$ cat src/rtl/dacfe_pkg.sv
package dacfe_pkg;
    typedef enum logic [1:0] {
        ST_CLEAR  = 2'd0,
        ST_ARMED  = 2'd1,
        ST_LOCKED = 2'd2
    } ctrl_state_t;

    localparam int PIN_CNT = 4;
endpackage

$ cat src/rtl/dacfe_sync.sv
module dacfe_sync #(
    parameter int          N       = 4,
    parameter logic [N-1:0] RST_VAL = '0
) (
    input  logic         clk,
    input  logic         rst,
    input  logic [N-1:0] d,
    output logic [N-1:0] q
);
    logic [N-1:0] stage1;

    always_ff @(posedge clk) begin
        if (rst) begin
            stage1 <= RST_VAL;
            q      <= RST_VAL;
        end else begin
            stage1 <= d;
            q      <= stage1;
        end
    end
endmodule

$ cat src/rtl/dacfe_edge.sv
module dacfe_edge #(
    parameter logic RST_VAL = 1'b0
) (
    input  logic clk,
    input  logic rst,
    input  logic lvl,
    output logic rise,
    output logic fall
);
    logic prev;

    always_ff @(posedge clk) begin
        if (rst) prev <= RST_VAL;
        else     prev <= lvl;
    end

    assign rise = lvl & ~prev;
    assign fall = ~lvl & prev;
endmodule

$ cat src/rtl/dacfe_shift.sv
module dacfe_shift #(
    parameter int W = 12
) (
    input  logic         clk,
    input  logic         rst,
    input  logic         en,
    input  logic         bit_in,
    output logic [W-1:0] word
);
    always_ff @(posedge clk) begin
        if (rst)     word <= '0;
        else if (en) word <= {word[W-2:0], bit_in};
    end
endmodule

$ cat src/rtl/dacfe_ctrl.sv
module dacfe_ctrl
    import dacfe_pkg::*;
#(
    parameter int W = 12
) (
    input  logic         clk,
    input  logic         rst,
    input  logic         clr_s,
    input  logic         ld_s,
    input  logic         ld_fall,
    input  logic [W-1:0] shift_word,
    output logic [W-1:0] code
);
    ctrl_state_t state_q, state_d;
    logic [W-1:0] code_d;

    always_ff @(posedge clk) begin
        if (rst) state_q <= ST_CLEAR;
        else     state_q <= state_d;
    end

    always_comb begin
        state_d = state_q;
        if (!clr_s) begin
            state_d = ST_CLEAR;
        end else begin
            unique case (state_q)
                ST_CLEAR:  state_d = ld_s ? ST_ARMED : ST_LOCKED;
                ST_ARMED:  state_d = ld_fall ? ST_LOCKED : ST_ARMED;
                ST_LOCKED: state_d = ld_s ? ST_ARMED : ST_LOCKED;
                default:   state_d = ST_CLEAR;
            endcase
        end
    end

    always_comb begin
        code_d = code;
        if (!clr_s) begin
            code_d = '0;
        end else begin
            unique case (state_q)
                ST_CLEAR:  code_d = ld_s ? '0 : shift_word;
                ST_ARMED:  code_d = ld_fall ? shift_word : code;
                ST_LOCKED: code_d = code;
                default:   code_d = '0;
            endcase
        end
    end

    always_ff @(posedge clk) begin
        if (rst) code <= '0;
        else     code <= code_d;
    end
endmodule

$ cat src/rtl/dacfe_front.sv
module dacfe_front
    import dacfe_pkg::*;
#(
    parameter int CODE_W = 12
) (
    input  logic              clk,
    input  logic              rst,
    input  logic              sdi,
    input  logic              sclk,
    input  logic              load,
    input  logic              clr_n,
    output logic [CODE_W-1:0] code
);
    localparam logic [PIN_CNT-1:0] PIN_RST = 4'b0010;

    logic [PIN_CNT-1:0] pins_s;
    logic sdi_s, sclk_s, ld_s, clr_s;
    logic sclk_rise, sclk_fall_unused;
    logic ld_rise_unused, ld_fall;
    logic shift_en;
    logic [CODE_W-1:0] shift_word;

    dacfe_sync #(.N(PIN_CNT), .RST_VAL(PIN_RST)) u_sync (
        .clk (clk),
        .rst (rst),
        .d   ({sdi, sclk, load, clr_n}),
        .q   (pins_s)
    );

    assign sdi_s  = pins_s[3];
    assign sclk_s = pins_s[2];
    assign ld_s   = pins_s[1];
    assign clr_s  = pins_s[0];

    dacfe_edge #(.RST_VAL(1'b0)) u_sclk_edge (
        .clk  (clk),
        .rst  (rst),
        .lvl  (sclk_s),
        .rise (sclk_rise),
        .fall (sclk_fall_unused)
    );

    dacfe_edge #(.RST_VAL(1'b1)) u_ld_edge (
        .clk  (clk),
        .rst  (rst),
        .lvl  (ld_s),
        .rise (ld_rise_unused),
        .fall (ld_fall)
    );

    assign shift_en = sclk_rise & ld_s;

    dacfe_shift #(.W(CODE_W)) u_shift (
        .clk    (clk),
        .rst    (rst),
        .en     (shift_en),
        .bit_in (sdi_s),
        .word   (shift_word)
    );

    dacfe_ctrl #(.W(CODE_W)) u_ctrl (
        .clk        (clk),
        .rst        (rst),
        .clr_s      (clr_s),
        .ld_s       (ld_s),
        .ld_fall    (ld_fall),
        .shift_word (shift_word),
        .code       (code)
    );
endmodule

$ cat config.mk
export PLATFORM = sky130hd
export DESIGN_NAME = dacfe_front
export DESIGN_NICKNAME = d
export VERILOG_FILES = /design/src/rtl/dacfe_pkg.sv /design/src/rtl/dacfe_sync.sv /design/src/rtl/dacfe_edge.sv /design/src/rtl/dacfe_shift.sv /design/src/rtl/dacfe_ctrl.sv /design/src/rtl/dacfe_front.sv
export SDC_FILE = /design/constraint.sdc
export NUM_CORES = 1
export LEC_CHECK = 0
export ABC_CLOCK_PERIOD_IN_PS = 1150
export BUFFER_PORTS_ARGS = -buffer_cell sky130_fd_sc_hd__buf_2
export CORE_MARGIN = 2
export CORE_UTILIZATION = 30
export CTS_CLUSTER_SIZE = 16
export DETAILED_ROUTE_END_ITERATION = 8
export SETUP_SLACK_MARGIN = 0.3
export SLEW_MARGIN = 20
export SYNTH_ARGS = -nofsm -noshare
export SYNTH_HDL_FRONTEND = slang
export SYNTH_SLANG_ARGS = --single-unit
$ cat constraint.sdc
create_clock -name clk -period 1.15 [get_ports clk]
set_clock_uncertainty 0.15 [all_clocks]
set_input_delay 0.0575 -clock clk [delete_from_list [all_inputs] [get_ports clk]]
set_output_delay 0.0575 -clock clk [all_outputs]
set_load 0.02 [all_outputs]
==> impl_metrics.env <==
export IMPL_syn_nets=134
export IMPL_wl_per_cell_um=10.8
export IMPL_ys_warn_count=0
export IMPL_drc_errors=0
export IMPL_hold_viol=1
export IMPL_antenna_found_initial=0
export IMPL_synth_seq_cells=36
export IMPL_rsz0062_at_grt="yes"
export IMPL_seqPwrFrac_pct=51.3
export IMPL_wl_met3_um=112
export IMPL_cp_start_kind="flip-flop"
export IMPL_min_period_ns=1.24
export IMPL_critPathArrivalTime_ns=1.29
export IMPL_synth_common_cells="dfxtp_1, mux2i_1, nand2_1, nand4b_1, nor2_1"
export IMPL_netlist_area_leader_share_pct=53.3
export IMPL_first_global_vias=922
export IMPL_critical_path_startpoint="u_ctrl.state_q[1]$_SDFF_PP0_"
export IMPL_htreeDepth=2
export IMPL_clock_fmax_mhz=809
export IMPL_core_area_mm2=0.00435
export IMPL_regArea_um2=742
export IMPL_yosys_area_top_type="dfxtp_1"
export IMPL_peakVddDrop_uv=709
export IMPL_grt_max_degree=25
export IMPL_hold_path_depth=2
export IMPL_place_hpwl_um=1550
export IMPL_synthTopCellsByArea="dfxtp_1, mux2i_1, nand4b_1"
export IMPL_setup_viol=15
export IMPL_gr_total_overflow=0
export IMPL_tightest_slew_ns=0.215
export IMPL_filler_cell_count=419
export IMPL_placedCellCount=198
export IMPL_ctsHoldBuffers=4
export IMPL_wl_um=2310
export IMPL_worstReg2RegEnd="u_ctrl.code[9]$_SDFFE_PP0P_"
export IMPL_hold_ws_ns=-0.201
export IMPL_period_share_pct=107
export IMPL_endpoint_kind="flip-flop"
export IMPL_syn_avg_cell_area_um2=10.6
export IMPL_ys_async_sr_fraction_pct=0
export IMPL_wl_met1_um=1070
export IMPL_required_ns=1.21
export IMPL_switching_share_pct=20.3
export IMPL_drive_gt1_share_pct=38.5
export IMPL_clk_latency_ns=0.29
export IMPL_nets=166
export IMPL_rows=24
export IMPL_ctsLongestPathBuffers=2
export IMPL_multi_input_area_um2=621
export IMPL_netSwitchingPower_uw=502
export IMPL_cell_internal_pwr_mw=1.97
export IMPL_gp_congestion=0.710
export IMPL_ys_types=19
export IMPL_crit_type="reg2reg"
export IMPL_die_width_um=71.1
export IMPL_area_delta_synth_final_pct=40.3
export IMPL_finalPower_mw=2.47
export IMPL_p_leak_nw=0.774
export IMPL_setup_ws_ns=-0.0859
export IMPL_drt_initial_drc_count=18
export IMPL_initial_core_util_pct=31.0
export IMPL_crit_fanout=12
export IMPL_rr_startpoint="u_ctrl.state_q[1]$_SDFF_PP0_"
export IMPL_synth_edf_count=0
export IMPL_io_pins=18
export IMPL_num_antenna_cells=0
export IMPL_power_frac_comb_pct=4.9
export IMPL_ff2ff_setup_slack_ns=-0.09
export IMPL_ys_flop_type="dfxtp_1"
export IMPL_r2r_cells=4
export IMPL_numCtsBuffers=5
export IMPL_violations="negative hold slack, negative setup slack"
export IMPL_yosysSeqAreaShare_pct=53.3
export IMPL_numClockSinks=36
export IMPL_ant_nets=0
export IMPL_relSlewSlack_pct=85.6
export IMPL_slew_violations=0
export IMPL_top_layer="met4"
export IMPL_yosysMostFrequentCell="dfxtp_1"
export IMPL_dr_pass1_iters=4
export IMPL_p_clk_share_pct=43.8
export IMPL_clockRootBuffer="clkbuf_8"
export IMPL_vias=953
export IMPL_min_path_type="in2reg"
export IMPL_clk_pin_slew_worst_paths_ns=0.07
export IMPL_synth_area_mm2=0.00135
export IMPL_max_cap_violations=0
export IMPL_power_density_mw_per_mm2=1300
export IMPL_numPortBuffers=17
export IMPL_cts_tree="built"
export IMPL_status="finished with violations"
export IMPL_grt_usage_pct=10.5
export IMPL_viasPerCell=4.47
export IMPL_final_cells=213
export IMPL_syn_inst=128
export IMPL_cp_endpoint="u_ctrl.code[9]$_SDFFE_PP0P_"
export IMPL_grt_pass1_wl_um=4060
export IMPL_route_met2_wl_um=1070
export IMPL_fp_dieH_um=71.1
export IMPL_die_area_mm2=0.00506
==> through the flow <==
stage | utilization, % | area, µm² | setup slack (ns) | hold slack (ns) | setup TNS, ns
global placement | 36.6 | 1600 | -0.0248 | 0.0829 | -0.217
finish | 43.5 | 1900 | -0.0859 | -0.201 | -0.702
floorplan | - | 1380 | -0.0505 | -0.0209 | -0.563
detailed placement | 36.6 | 1600 | -0.121 | 0.0903 | -0.667
global route | 43.5 | 1900 | -0.146 | -0.193 | -1.89
CTS | 43.3 | 1890 | -0.0960 | 0.0585 | -0.769
==> placed cells by master, fill, tap and decap left out, types with 2 or more instances in the layout <==
cell           count
mux2i_1           22
dfxtp_1           21
buf_6             14
dfxtp_2           14
nand4b_1          12
nand2_1           12
nor2_1            12
nor2b_1            8
buf_4              8
clkbuf_8           5
buf_2              5
buf_12             4
nand2b_1           3
or2_1              3
dlygate4sd3_1      3
mux2i_2            2
==> per-layer routing <==
layer | vias up | GRT usage (%)
met1 | 427 | 12.3
met2 | 22 | 16.3
met3 | 7 | 3.85
li1 | 497 | -
met4 | 0 | 6.29
met5 | - | 0
==> cells by family (layout without fill, tap and decap cells) <==
| kind of cell | Yosys count | in the layout | share of synthesized area [%] |
|---|---|---|---|
| mux | 24 | 24 | 17.8 |
| simple gates | 54 | 54 | 23.0 |
| buf+inv | 10 | 43 | 3.98 |
| compound gates | 4 | 4 | 1.94 |
| flops | 36 | 36 | 53.3 |
==> how the worst min path moves through the flow <==
| stage | start | to |
|---|---|---|
| after global placement | load | u_sync.stage1[1]$_SDFF_PP1_ |
| after CTS | rst | u_sync.q[2]$_SDFF_PP0_ |
| after detailed placement | load | u_sync.stage1[1]$_SDFF_PP1_ |
| after global routing | load | u_sync.stage1[1]$_SDFF_PP1_ |
| after floorplan | rst | u_sync.stage1[0]$_SDFF_PP0_ |
| final | load | u_sync.stage1[1]$_SDFF_PP1_ |
==> critical path, stage by stage, from the launching register on <==
cell and delay [ns]:
dfxtp_2 0.33, nand2b_4 0.14, o21ai_4 0.16, buf_12 0.16, mux2i_1 0.21
==> area by class of cell <==
| class | count | area share [%] |
|---|---|---|
| clock buffer | 5 | 3.63 |
| clock inverter | 3 | 2.24 |
| inverter | 1 | 0.198 |
| multi-input combinational | 82 | 32.7 |
| sequential | 36 | 39.1 |
| tap | 52 | 3.43 |
| timing repair buffer | 34 | 18.6 |
==> power groups by stage <==
| stage | registers [mW] | clock network [mW] | logic (mW) |
|---|---|---|---|
| after floorplan | 1.30 | 0 | 0.0684 |
| after global placement | 1.30 | 0 | 0.107 |
| after detailed placement | 1.30 | 0 | 0.110 |
| after CTS | 1.27 | 1.13 | 0.124 |
| after global routing | 1.27 | 1.20 | 0.132 |
| final | 1.27 | 1.08 | 0.122 |
==> repair_timing <==
item                                    4_1_cts  5_1_grt
buffers inserted                              4        0
endpoints found under the hold margin         4        1
pin swaps                                     2        0
endpoints found under the setup margin       39       40
resized for setup                            41        6
==> sequential cells by signal (all words and copies together) (netlist names) <==
name and flops:
u_ctrl.code 12, u_ctrl.state_q 2, u_ld_edge.prev 1, u_sclk_edge.prev 1, u_shift.word 12, u_sync.q 4, u_sync.stage1 4
(Power assumes the default switching activity.)
